==> src/rtl/gpio_irq_pkg.sv <==
package gpio_irq_pkg;
  localparam int ADDR_W = 3;

  typedef enum logic [1:0] {
    TRIG_LEVEL_LO = 2'd0,
    TRIG_LEVEL_HI = 2'd1,
    TRIG_RISE     = 2'd2,
    TRIG_FALL     = 2'd3
  } trig_e;

  localparam logic [ADDR_W-1:0] REG_OUT    = 3'd0;
  localparam logic [ADDR_W-1:0] REG_DIR    = 3'd1;
  localparam logic [ADDR_W-1:0] REG_LEVEL  = 3'd2;
  localparam logic [ADDR_W-1:0] REG_TRIGLO = 3'd3;
  localparam logic [ADDR_W-1:0] REG_TRIGHI = 3'd4;
  localparam logic [ADDR_W-1:0] REG_MASK   = 3'd5;
  localparam logic [ADDR_W-1:0] REG_STAT   = 3'd6;
  localparam logic [ADDR_W-1:0] REG_ANYEDG = 3'd7;
endpackage

==> src/rtl/gpio_in_sync.sv <==
module gpio_in_sync #(
  parameter int W = 32
) (
  input  logic         clk,
  input  logic         rst_n,
  input  logic [W-1:0] pad_in,
  output logic [W-1:0] lvl,
  output logic [W-1:0] lvl_prev
);
  logic [W-1:0] meta_q, lvl_q, prev_q;

  always_ff @(posedge clk or negedge rst_n) begin
    if (!rst_n) begin
      meta_q <= '0;
      lvl_q  <= '0;
      prev_q <= '0;
    end else begin
      meta_q <= pad_in;
      lvl_q  <= meta_q;
      prev_q <= lvl_q;
    end
  end

  assign lvl      = lvl_q;
  assign lvl_prev = prev_q;
endmodule

==> src/rtl/gpio_trig.sv <==
module gpio_trig
  import gpio_irq_pkg::*;
#(
  parameter int NPINS = 32
) (
  input  logic [NPINS-1:0] lvl,
  input  logic [NPINS-1:0] lvl_prev,
  input  logic [NPINS-1:0] trig_lo,
  input  logic [NPINS-1:0] trig_hi,
  input  logic [NPINS-1:0] any_edge,
  output logic [NPINS-1:0] hit
);
  localparam int HALF = NPINS / 2;

  for (genvar p = 0; p < NPINS; p++) begin : g_pin
    localparam int SH = 2 * (p % HALF);
    trig_e code;
    logic  rise, fall;

    assign code = trig_e'((p < HALF) ? trig_lo[SH +: 2] : trig_hi[SH +: 2]);
    assign rise = lvl[p] & ~lvl_prev[p];
    assign fall = ~lvl[p] & lvl_prev[p];

    always_comb begin
      if (any_edge[p]) begin
        hit[p] = rise | fall;
      end else begin
        case (code)
          TRIG_LEVEL_LO: hit[p] = ~lvl[p];
          TRIG_LEVEL_HI: hit[p] = lvl[p];
          TRIG_RISE:     hit[p] = rise;
          default:       hit[p] = fall;
        endcase
      end
    end
  end
endmodule

==> src/rtl/gpio_regs.sv <==
module gpio_regs
  import gpio_irq_pkg::*;
#(
  parameter int NPINS = 32
) (
  input  logic              clk,
  input  logic              rst_n,
  input  logic              wr_en,
  input  logic              rd_en,
  input  logic [ADDR_W-1:0] addr,
  input  logic [NPINS-1:0]  wdata,
  input  logic [NPINS-1:0]  lvl,
  input  logic [NPINS-1:0]  hit,
  output logic [NPINS-1:0]  rdata,
  output logic [NPINS-1:0]  out_q,
  output logic [NPINS-1:0]  dir_q,
  output logic [NPINS-1:0]  trig_lo_q,
  output logic [NPINS-1:0]  trig_hi_q,
  output logic [NPINS-1:0]  mask_q,
  output logic [NPINS-1:0]  st_q,
  output logic [NPINS-1:0]  any_q
);
  logic [NPINS-1:0] out_d, dir_d, tlo_d, thi_d, mask_d, st_d, any_d, rd_d, rd_q;
  logic [NPINS-1:0] clr_bits;

  always_comb begin
    out_d  = out_q;
    dir_d  = dir_q;
    tlo_d  = trig_lo_q;
    thi_d  = trig_hi_q;
    mask_d = mask_q;
    any_d  = any_q;
    clr_bits = '0;
    if (wr_en) begin
      case (addr)
        REG_OUT:    out_d  = wdata;
        REG_DIR:    dir_d  = wdata;
        REG_TRIGLO: tlo_d  = wdata;
        REG_TRIGHI: thi_d  = wdata;
        REG_MASK:   mask_d = wdata;
        REG_STAT:   clr_bits = wdata;
        REG_ANYEDG: any_d  = wdata;
        default:    ;
      endcase
    end
    st_d = (st_q & ~clr_bits) | hit;
  end

  always_comb begin
    case (addr)
      REG_OUT:    rd_d = out_q;
      REG_DIR:    rd_d = dir_q;
      REG_LEVEL:  rd_d = lvl;
      REG_TRIGLO: rd_d = trig_lo_q;
      REG_TRIGHI: rd_d = trig_hi_q;
      REG_MASK:   rd_d = mask_q;
      REG_STAT:   rd_d = st_q;
      default:    rd_d = any_q;
    endcase
  end

  always_ff @(posedge clk or negedge rst_n) begin
    if (!rst_n) begin
      out_q     <= '0;
      dir_q     <= '0;
      trig_lo_q <= '0;
      trig_hi_q <= '0;
      mask_q    <= '0;
      st_q      <= '0;
      any_q     <= '0;
      rd_q      <= '0;
    end else begin
      out_q     <= out_d;
      dir_q     <= dir_d;
      trig_lo_q <= tlo_d;
      trig_hi_q <= thi_d;
      mask_q    <= mask_d;
      st_q      <= st_d;
      any_q     <= any_d;
      if (rd_en) rd_q <= rd_d;
    end
  end

  assign rdata = rd_q;
endmodule

==> src/rtl/gpio_irq_ctrl.sv <==
module gpio_irq_ctrl
  import gpio_irq_pkg::*;
#(
  parameter int NPINS = 32
) (
  input  logic              clk,
  input  logic              rst_n,
  input  logic              wr_en,
  input  logic              rd_en,
  input  logic [ADDR_W-1:0] addr,
  input  logic [NPINS-1:0]  wdata,
  output logic [NPINS-1:0]  rdata,
  input  logic [NPINS-1:0]  pad_in,
  output logic [NPINS-1:0]  pad_out,
  output logic [NPINS-1:0]  pad_oe,
  output logic              irq_lo,
  output logic              irq_hi
);
  localparam int HALF = NPINS / 2;

  logic             rst_meta_q, rst_sync_n;
  logic [NPINS-1:0] lvl, lvl_prev, hit;
  logic [NPINS-1:0] out_q, dir_q, trig_lo_q, trig_hi_q, mask_q, st_q, any_q;
  logic [NPINS-1:0] pend;

  always_ff @(posedge clk or negedge rst_n) begin
    if (!rst_n) begin
      rst_meta_q <= 1'b0;
      rst_sync_n <= 1'b0;
    end else begin
      rst_meta_q <= 1'b1;
      rst_sync_n <= rst_meta_q;
    end
  end

  gpio_in_sync #(.W(NPINS)) u_sync (
    .clk(clk), .rst_n(rst_sync_n), .pad_in(pad_in),
    .lvl(lvl), .lvl_prev(lvl_prev)
  );

  gpio_trig #(.NPINS(NPINS)) u_trig (
    .lvl(lvl), .lvl_prev(lvl_prev), .trig_lo(trig_lo_q), .trig_hi(trig_hi_q),
    .any_edge(any_q), .hit(hit)
  );

  gpio_regs #(.NPINS(NPINS)) u_regs (
    .clk(clk), .rst_n(rst_sync_n), .wr_en(wr_en), .rd_en(rd_en), .addr(addr),
    .wdata(wdata), .lvl(lvl), .hit(hit), .rdata(rdata),
    .out_q(out_q), .dir_q(dir_q), .trig_lo_q(trig_lo_q), .trig_hi_q(trig_hi_q),
    .mask_q(mask_q), .st_q(st_q), .any_q(any_q)
  );

  assign pend    = st_q & mask_q;
  assign irq_lo  = |pend[HALF-1:0];
  assign irq_hi  = |pend[NPINS-1:HALF];
  assign pad_out = out_q;
  assign pad_oe  = dir_q;
endmodule

==> config.mk <==
export PLATFORM = sky130hd
export DESIGN_NAME = gpio_irq_ctrl
export DESIGN_NICKNAME = d
export VERILOG_FILES = /design/src/rtl/gpio_irq_pkg.sv /design/src/rtl/gpio_in_sync.sv /design/src/rtl/gpio_trig.sv /design/src/rtl/gpio_regs.sv /design/src/rtl/gpio_irq_ctrl.sv
export SDC_FILE = /design/constraint.sdc
export NUM_CORES = 1
export LEC_CHECK = 0
export ABC_AREA = 1
export BUFFER_PORTS_ARGS = -buffer_cell sky130_fd_sc_hd__buf_4
export CELL_PAD_IN_SITES_DETAIL_PLACEMENT = 0
export CELL_PAD_IN_SITES_GLOBAL_PLACEMENT = 2
export CORE_ASPECT_RATIO = 0.7
export CORE_UTILIZATION = 38
export DETAILED_ROUTE_END_ITERATION = 6
export PLACE_DENSITY = 0.91
export SLEW_MARGIN = 20
export SYNTH_ARGS = -nofsm -noshare
export SYNTH_HDL_FRONTEND = slang
export SYNTH_HIERARCHICAL = 1
export SYNTH_SLANG_ARGS = --single-unit
==> constraint.sdc <==
create_clock -name clk -period 29.3 [get_ports clk]
set_clock_uncertainty 0.2 [all_clocks]
set_input_delay 7.325 -clock clk [delete_from_list [all_inputs] [get_ports clk]]
set_output_delay 7.325 -clock clk [all_outputs]
set_load 0.05 [all_outputs]
Word level (Yosys, flattened, before mapping)

Cells that the tools add are included.

Equality and inequality tests: 71
Multiplexer cells: 67
Bitwise operators: 164
Reductions and logical operators: 41

Operator list:

| kind               | count |
|---|---|
| $pmux 32 s7        | 1 |
| $pmux 1 s3         | 32 |
| $and 1x1->1        | 64 |
| $and 32x32->32     | 2 |
| $eq 2x1->1 const B | 32 |
| $eq 2x2->1 const B | 32 |
| $logic_not 2->1    | 32 |
| $mux 32            | 2 |
| $not 1->1          | 64 |
| $mux 1             | 32 |
| $not 32->32        | 1 |
| $or 1x1->1         | 32 |
| $or 32x32->32      | 1 |
| $reduce_or 16->1   | 2 |
| $eq 3x3->1 const B | 4 |
| $reduce_and 2->1   | 6 |
| $eq 3x2->1 const B | 2 |
| $eq 3x1->1 const B | 1 |
| $logic_not 3->1    | 1 |

Bits in registers: 354
Logic and storage cells: 356

Logic depth before layout (Yosys ltp)

Gate-level depths: netlist of run 1.

Depth after elaboration: 6
Mapped depth: 10
Gate-level depth less buffers: 8

Cells and area by module

The synthesis of run 1 kept the hierarchy.

By module, submodules not included:

| module        | instances | cells an instance | area each (um2) | sequential area each (um2) |
|---|---|---|---|---|
| gpio_regs     | 1         | 1507              | 12181.7         | 6406.1 |
| gpio_trig     | 1         | 544               | 2962.8          | 0.0 |
| gpio_in_sync  | 1         | 96                | 2402.3          | 2402.3 |
| gpio_irq_ctrl | 1         | 73                | 321.6           | 50.0 |

Worst setup path before layout of run 1

Ideal clock, no wire load.

Path type: input to register
Start: input port addr[0]
End: register u_regs.rd_q[23] (netlist: u_regs/rdata[23])
Library setup time: 0.118 ns
Arrival: 8.151 ns
Required time: 28.982 ns
Setup slack: 20.831 ns
Stages: 9
Buffers on the path: 3
Path through: buf_6 > buf_6 > nand3_4 > buf_2 > nand2_1 > nor2_1 > nand2_1 > nand2_1 > nand2_1

Word-level cells in the longest chain between the ends: 2
Elaborated cells between the ends (all ways): 8
Those cells by class: eq/ne (6); mux (1); reduce/logical (1)

RTL lines:

| what                                     | RTL line            | text |
|---|---|---|
| from (decl)                              | gpio_irq_ctrl.sv:10 | `input logic [ADDR_W-1:0] addr,` |
| $eq 3x3->1, or another cell as far along | gpio_regs.sv:50     | `case (addr)` |
| $pmux 32 s7 (*)                          | gpio_regs.sv:50     |  |
| to (signal assigned)                     | gpio_regs.sv:80     | `if (rd_en) rd_q <= rd_d;` |
| to (decl)                                | gpio_regs.sv:23     | `logic [NPINS-1:0] out_d, dir_d, tlo_d, thi_d, mask_d, st_d, any_d, rd_d, rd_q;` |

Mark *: on every way between the ends. The rest lies on a longest branch, timed or not.
A chain may end at the register's enable or synchronous reset.

Worst setup path after layout of run 1

Start: input port addr[0]
End: register u_regs.dir_q[19]

Word-level cells in the longest chain between the ends: 2

RTL lines:

| what                              | RTL line        | text |
|---|---|---|
| $eq 3x1->1                        | gpio_regs.sv:35 | `case (addr)` |
| $reduce_and 2->1 (no source line) | n/a             |  |
| to (signal assigned)              | gpio_regs.sv:74 | `dir_q <= dir_d;` |
| to (decl)                         | gpio_regs.sv:16 | `output logic [NPINS-1:0] dir_q,` |

No other way between the ends.

==> results of run 1 <==
sequential cells by signal (all words and copies together) (netlist names):
register and flops:
u_regs/mask_q 32, u_regs/out_q 32, u_sync/lvl_prev 32, u_regs/trig_lo_q 32, u_regs/rdata 32, rst_meta_q 1, u_regs/trig_hi_q 32, rst_sync_n 1
u_regs/dir_q 32, u_sync/meta_q 32, u_sync/lvl 32, u_regs/any_q 32, u_regs/st_q 32
critical path: cells and delay by family:
kind | cells | cell delay (ns)
buffers and inverters | 3 | 1.58
AND/OR/NAND/NOR | 2 | 0.92
AO/OA/AOI/OAI | 1 | 0.44
metrics by stage:
step / setup WS (ns) / util, %
2_1_floorplan: 18.50 / -
6_report: 19.18 / 44.89
5_1_grt: 18.95 / 44.89
3_5_place_dp: 18.69 / 41.69
4_1_cts: 19.26 / 44.78
3_3_place_gp: 18.76 / 41.69
worst paths after layout:
path / slack (ns) / endpoint / depth (start not counted) / from
worst min-delay path: 0.13 / u_sync/lvl[10] / 0 / u_sync/meta_q[10]
worst max register to register: 26.51 / u_regs/st_q[9] / 3 / rst_sync_n
max in group asynchronous: 22.44 / rst_sync_n / 1 / rst_n
worst min register to register: 0.13 / u_sync/lvl[10] / 0 / u_sync/meta_q[10]
worst max-delay path: 19.18 / u_regs/dir_q[19] / 6 / addr[0]
min in group asynchronous: 0.25 / u_regs/trig_hi_q[8] / 0 / rst_sync_n
where the power goes:
part	internal (mW)	switching, mW	total, mW
clock	0.345	0.207	0.551
sequential	0.555	0.0856	0.640
combinational	0.110	0.226	0.335
total	1.01	0.518	1.53
cells by family after synthesis:
family | synth area share (%)
AND/OR/NAND/NOR | 28.98
buffers and inverters | 8.648
flip-flops | 49.58
AO/OA/AOI/OAI | 8.291
adder cells (fa/ha/maj) | 4.481
other | 0.02099
Yosys cell counts (all sizes together):
library cell	instances
nor2	231
inv	240
conb	1
ha	64
nand4	132
nand2	628
buf	98
clkbuf	18
o21ai	224
dfrtp	354
nand3	198
o21bai	32
metal layers:
layer  vias to the layer above  part of all wire (%)
li1                       7380                     -
met1                      7559                    47
met2                       526                    44
met3                        57                   7.8
met4                         2                   1.6
met5                         -                  0.16
layout make-up:
| type | instances | area, µm² | area share (%) |
|---|---|---|---|
| sequential | 354 | 8862 | 42.54 |
| multi-input combinational | 1510 | 7465 | 35.83 |
| timing repair buffer | 182 | 1399 | 6.715 |
| clock buffer | 52 | 1147 | 5.508 |
| inverter | 240 | 905.9 | 4.349 |
| tap | 612 | 765.7 | 3.676 |
| clock inverter | 16 | 286.5 | 1.375 |
==> results.py, run 1 <==
metrics = {
    "outcome": {
        "status": "finished, violations left",
        "violations": "design-rule violations",
    },
    "setup_path": {
        "endpoint_kind": "register",
        "cp.arrival_ns": 10.36,
        "critPathSlowestCell": "buf_4",
        "max_stage_delay_ns": 0.66,
        "crit_type": "in -> reg",
        "timing.critical_path.cells": "buf_4 > buf_4 > inv_4 > nor2_8 > nand3_4 > o21ai_0",
        "crit_fanout": 64,
        "critPathRequiredTime_ns": 29.53,
        "worstSetupStartpointType": "input pin",
        "cpMostUsedCell": "buf_4",
    },
    "drt": {
        "vias": 15520,
        "viasPerCell": 5.234,
        "postRouteWirelength_um": 56960,
        "routedWlPerCell_um": 19.20,
        "drc": 5,
        "ant_nets": 0,
        "drtIter0Drc": 1366,
        "first_pass_iters": 7,
    },
    "yosys": {
        "ys_ff_latch": 354,
        "syn_inst": 2220,
        "synth_seq_area_share_pct": 49.58,
        "ys_warn_count": 6,
        "synth_top_area_share_pct": 49.58,
        "syn_area_um2": 17870,
        "synthTopCellsByArea": "dfrtp_1, nand2_1, nand3_1",
        "yosys.area.top_type": "dfrtp_1",
        "avgSynthCellArea_um2": 8.049,
        "synth_cell_type_count": 23,
        "syn_nets": 2355,
    },
    "run": {
        "max_cap_viol_count": 0,
    },
    "floorplan": {
        "die_h_um": 183.4,
        "dieArea_um2": 47910,
        "io-pin-count": 169,
        "start_util_pct": 38.50,
        "coreArea_um2": 46410,
        "die_x_um": 261.2,
        "rows": 66,
    },
    "clock_tree": {
        "cts_hold_buf": 0,
        "postCtsResizedCells": 0,
        "cts_buffer_depth": 3,
        "cts_buffers": 38,
        "clock_latency_ns": 0.55,
        "post_cts_buffers": 0,
        "htreeDepth": 2,
        "cts_tree": "built",
        "clock-sinks": 354,
        "root_buffer": "clkbuf_16",
        "path_clk_slew_ns": 0.06,
    },
    "sta": {
        "final_hold_viol_count": 0,
        "max_slew_margin_pct": 26.91,
        "fmax_ghz": 0.09878,
        "min_period_ns": 10.12,
        "setup_viol": 0,
        "setup-tns-final_ns": 0,
        "fin_worst_hold_slack_ns": 0.1341,
        "grt_setup_unrepaired": "no",
        "drv_slew": 0,
        "max_slew.worst_pin.slew_ns": 1.095,
        "fin_crit_sh_pct": 34.55,
    },
    "power_and_ir_drop": {
        "power_mw": 1.527,
        "ir_worst_vdd_mv": 0.03447,
        "p_leak_nw": 11.01,
        "power_density_nw_per_um2": 73.30,
    },
    "finish": {
        "final_common_cell": "nand2_1",
        "layout-drive-gt1-share_pct": 12.53,
        "finalNonFillerCells": 2966,
        "antenna_cells": 0,
        "area_growth_pct": 16.58,
        "finalInstanceArea_um2": 20830,
        "final_cell_mix": "nand2_1, dfrtp_1, inv_1",
        "nFillCells": 4647,
        "layout.nets": 2461,
    },
    "global_routing": {
        "gr-usage-met3_pct": 4.977,
        "antenna_found_initial": 1,
        "grt_pass1_vias": 14810,
        "grt_use_met1_pct": 35.63,
        "grt_usage_pct": 24.00,
        "grt_busiest_layer": "met2",
        "use_met2_pct": 35.65,
        "grt_pass1_wl_um": 88150,
        "grt_max_degree": 76,
        "overflow": 0,
    },
    "place": {
        "postPlaceCellArea_um2": 19350,
        "io_buffer_count": 168,
        "post-dp-hpwl_um": 36240,
        "gp_congestion": 0.8367,
        "placed_cells": 2896,
    },
    "hold_path": {
        "hp-class": "reg -> reg",
    },
}
No activity file was read; power rests on OpenSTA's default activity.
==> run 2, diff against run 1 <==
ABC_AREA = 0   (was 1)
CORE_UTILIZATION = 37   (was 38)
PLACE_DENSITY = 0.84   (was 0.91)
clock period = 9.3 ns   (was 29.3 ns; I/O delays follow)
==> run 2 against run 1 <==
Against the previous run: the run now ends clean; core utilization fell by 0.55 points; non-clock buffer count rose by 3; cell count fell by 27%.
==> results.py, run 2 <==
metrics = {
    "setup_path": {
        "worstSetupStartpointType": "input pin",
        "cpMostUsedCell": "buf_4",
        "crit_type": "in -> reg",
        "path_delay_family": "simple AND/OR/NAND/NOR gates",
        "max_stage_delay_ns": 1.04,
        "timing.critical_path.cells": "buf_4 > buf_4 > nor2b_1 > nor2b_4 > nand2_1 > a21o_1",
        "endpoint_kind": "register",
        "timing.critical_path.buf_inv": 2,
        "critPathSlowestCell": "nor2b_4",
        "critPathRequiredTime_ns": 9.52,
        "cp.arrival_ns": 5.33,
        "crit_fanout": 36,
    },
    "place": {
        "gp_congestion": 0.8141,
        "postPlaceCellArea_um2": 18690,
        "io_buffer_count": 168,
        "post-dp-hpwl_um": 32110,
        "placed_cells": 2088,
        "pre_cts_ws_ns": 3.691,
    },
    "sta": {
        "fmax_ghz": 0.1957,
        "fin_crit_sh_pct": 54.95,
        "setup_viol": 0,
        "min_period_ns": 5.111,
        "final_hold_viol_count": 0,
        "setup-tns-final_ns": 0,
        "fin_ws_ns": 4.189,
        "max_slew.worst_pin.slew_ns": 1.159,
        "grt_setup_unrepaired": "no",
        "drv_slew": 0,
        "max_slew_margin_pct": 22.66,
    },
    "clock_tree": {
        "cts_buffers": 37,
        "root_buffer": "clkbuf_16",
        "postCtsResizedCells": 0,
        "cts_buffer_depth": 3,
        "clock-sinks": 354,
        "htreeDepth": 2,
        "clock_latency_ns": 0.53,
        "cts_hold_buf": 0,
        "post_cts_buffers": 0,
        "cts_tree": "built",
        "path_clk_slew_ns": 0.06,
    },
    "global_routing": {
        "grt_max_degree": 154,
        "grt_pass1_wl_um": 74870,
        "grt_usage_pct": 21.09,
        "overflow": 0,
        "antenna_found_initial": 0,
        "grt_pass1_vias": 12040,
    },
    "yosys": {
        "syn_area_um2": 16860,
        "yosys.cell_count.top_type": "dfrtp_1",
        "syn_nets": 1505,
        "synth_cell_type_count": 44,
        "ys_warn_count": 6,
        "ys_ff_latch": 354,
        "synth-edff-count": 0,
        "ys_top_cells_by_count": "dfrtp_1, mux2_2, nand2_1, inv_1, ha_1",
        "async_reset_ff_share_pct": 100.0,
        "yosys.area.top_type": "dfrtp_1",
        "avgSynthCellArea_um2": 12.31,
        "syn_inst": 1370,
        "synthFlopType": "dfrtp_1",
        "synth_seq_area_share_pct": 52.55,
        "synthTopCellsByArea": "dfrtp_1, mux2_2, ha_1",
        "synth_top_area_share_pct": 52.55,
    },
    "drt": {
        "first_pass_iters": 5,
        "postRouteWirelength_um": 49000,
        "drc": 0,
        "ant_nets": 0,
        "vias": 11670,
        "drtIter0Drc": 708,
        "routedWlPerCell_um": 22.76,
        "viasPerCell": 5.422,
    },
    "finish": {
        "area_growth_pct": 18.29,
        "layout-drive-gt1-share_pct": 32.52,
        "final_cell_mix": "dfrtp_1, mux2_2, buf_4",
        "finalInstanceArea_um2": 19940,
        "finalNonFillerCells": 2153,
        "final_util_pct": 44.34,
        "antenna_cells": 0,
        "layout.nets": 1659,
        "final_common_cell": "dfrtp_1",
    },
    "floorplan": {
        "dieArea_um2": 46440,
        "coreArea_um2": 44970,
        "io-pin-count": 169,
        "die_h_um": 180.6,
        "rows": 65,
        "die_x_um": 257.1,
        "start_util_pct": 37.49,
    },
    "power_and_ir_drop": {
        "p_leak_nw": 8.828,
        "power_density_nw_per_um2": 236.4,
        "ir_worst_vdd_mv": 0.1146,
    },
    "hold_path": {
        "hp-class": "reg -> async",
    },
    "run": {
        "max_cap_viol_count": 0,
    },
    "outcome": {
        "status": "complete, no violations",
    },
}
## run 2: cell types whose count changed after synthesis, sizes merged, moves of 82 or more
cell	previous run	this run
inv	240	103
mux2	0	256
nand4	132	2
nor2	231	40
a22oi	0	82
o21ai	224	50
nand3	198	2
nand2	628	105
## run 2: layout make-up
cell class	count	area, µm²
timing repair buffer	185	1401
clock buffer	60	1152
multi-input combinational	843	7284
clock inverter	5	100.1
tap	603	754.5
inverter	103	386.6
fill	4190	25030
sequential	354	8862
## run 2: power by group
part	switching [mW]	internal (mW)	leakage (nW)	total, mW
Sequential	0.290	1.78	4.14	2.07
Clock	0.612	0.927	0.617	1.54
Combinational	0.636	0.472	4.07	1.11
## run 2: cells by family after synthesis
| logic type | share of synthesized area (%) |
|---|---|
| fa+ha+maj | 4.750 |
| compound gates | 13.54 |
| other cells | 0.02224 |
| mux | 17.58 |
| xor+xnor | 1.662 |
| simple gates | 5.292 |
| buf+inv | 4.609 |
| flops | 52.55 |
## run 2: per-layer routing
layer / GRT usage (%) / up-vias / part of all wire, %
met1: 30.03 / 6066 / 47
met4: 5.857 / 0 / 2.5
met3: 4.698 / 85 / 6.4
li1: - / 5167 / -
met5: 0 / - / 0
met2: 32.13 / 356 / 44
## run 2: path summary, 6_finish.rpt
path | startpoint | slack, ns | to | cells past startpoint
max | addr[1] | 4.19 | u_regs/st_q[20] | 6
min | rst_sync_n | 0.14 | u_sync/lvl[19] | 0
max reg2reg | rst_sync_n | 6.68 | u_sync/lvl_prev[5] | 2
min reg2reg | rst_sync_n | 0.14 | u_sync/lvl[19] | 0
max in group asynchronous | rst_sync_n | 6.68 | u_sync/lvl_prev[5] | 2
min in group clk | u_sync/meta_q[16] | 0.14 | u_sync/lvl[16] | 0
## run 2: metrics by stage
stage / hold WS, ns / power, mW
finish: 0.1408 / 4.714
global route: 0.1575 / 4.924
CTS: 0.1482 / 4.753
detailed placement: 0.1356 / 3.200
global placement: 0.1330 / 3.175
floorplan: 0.1311 / 2.791
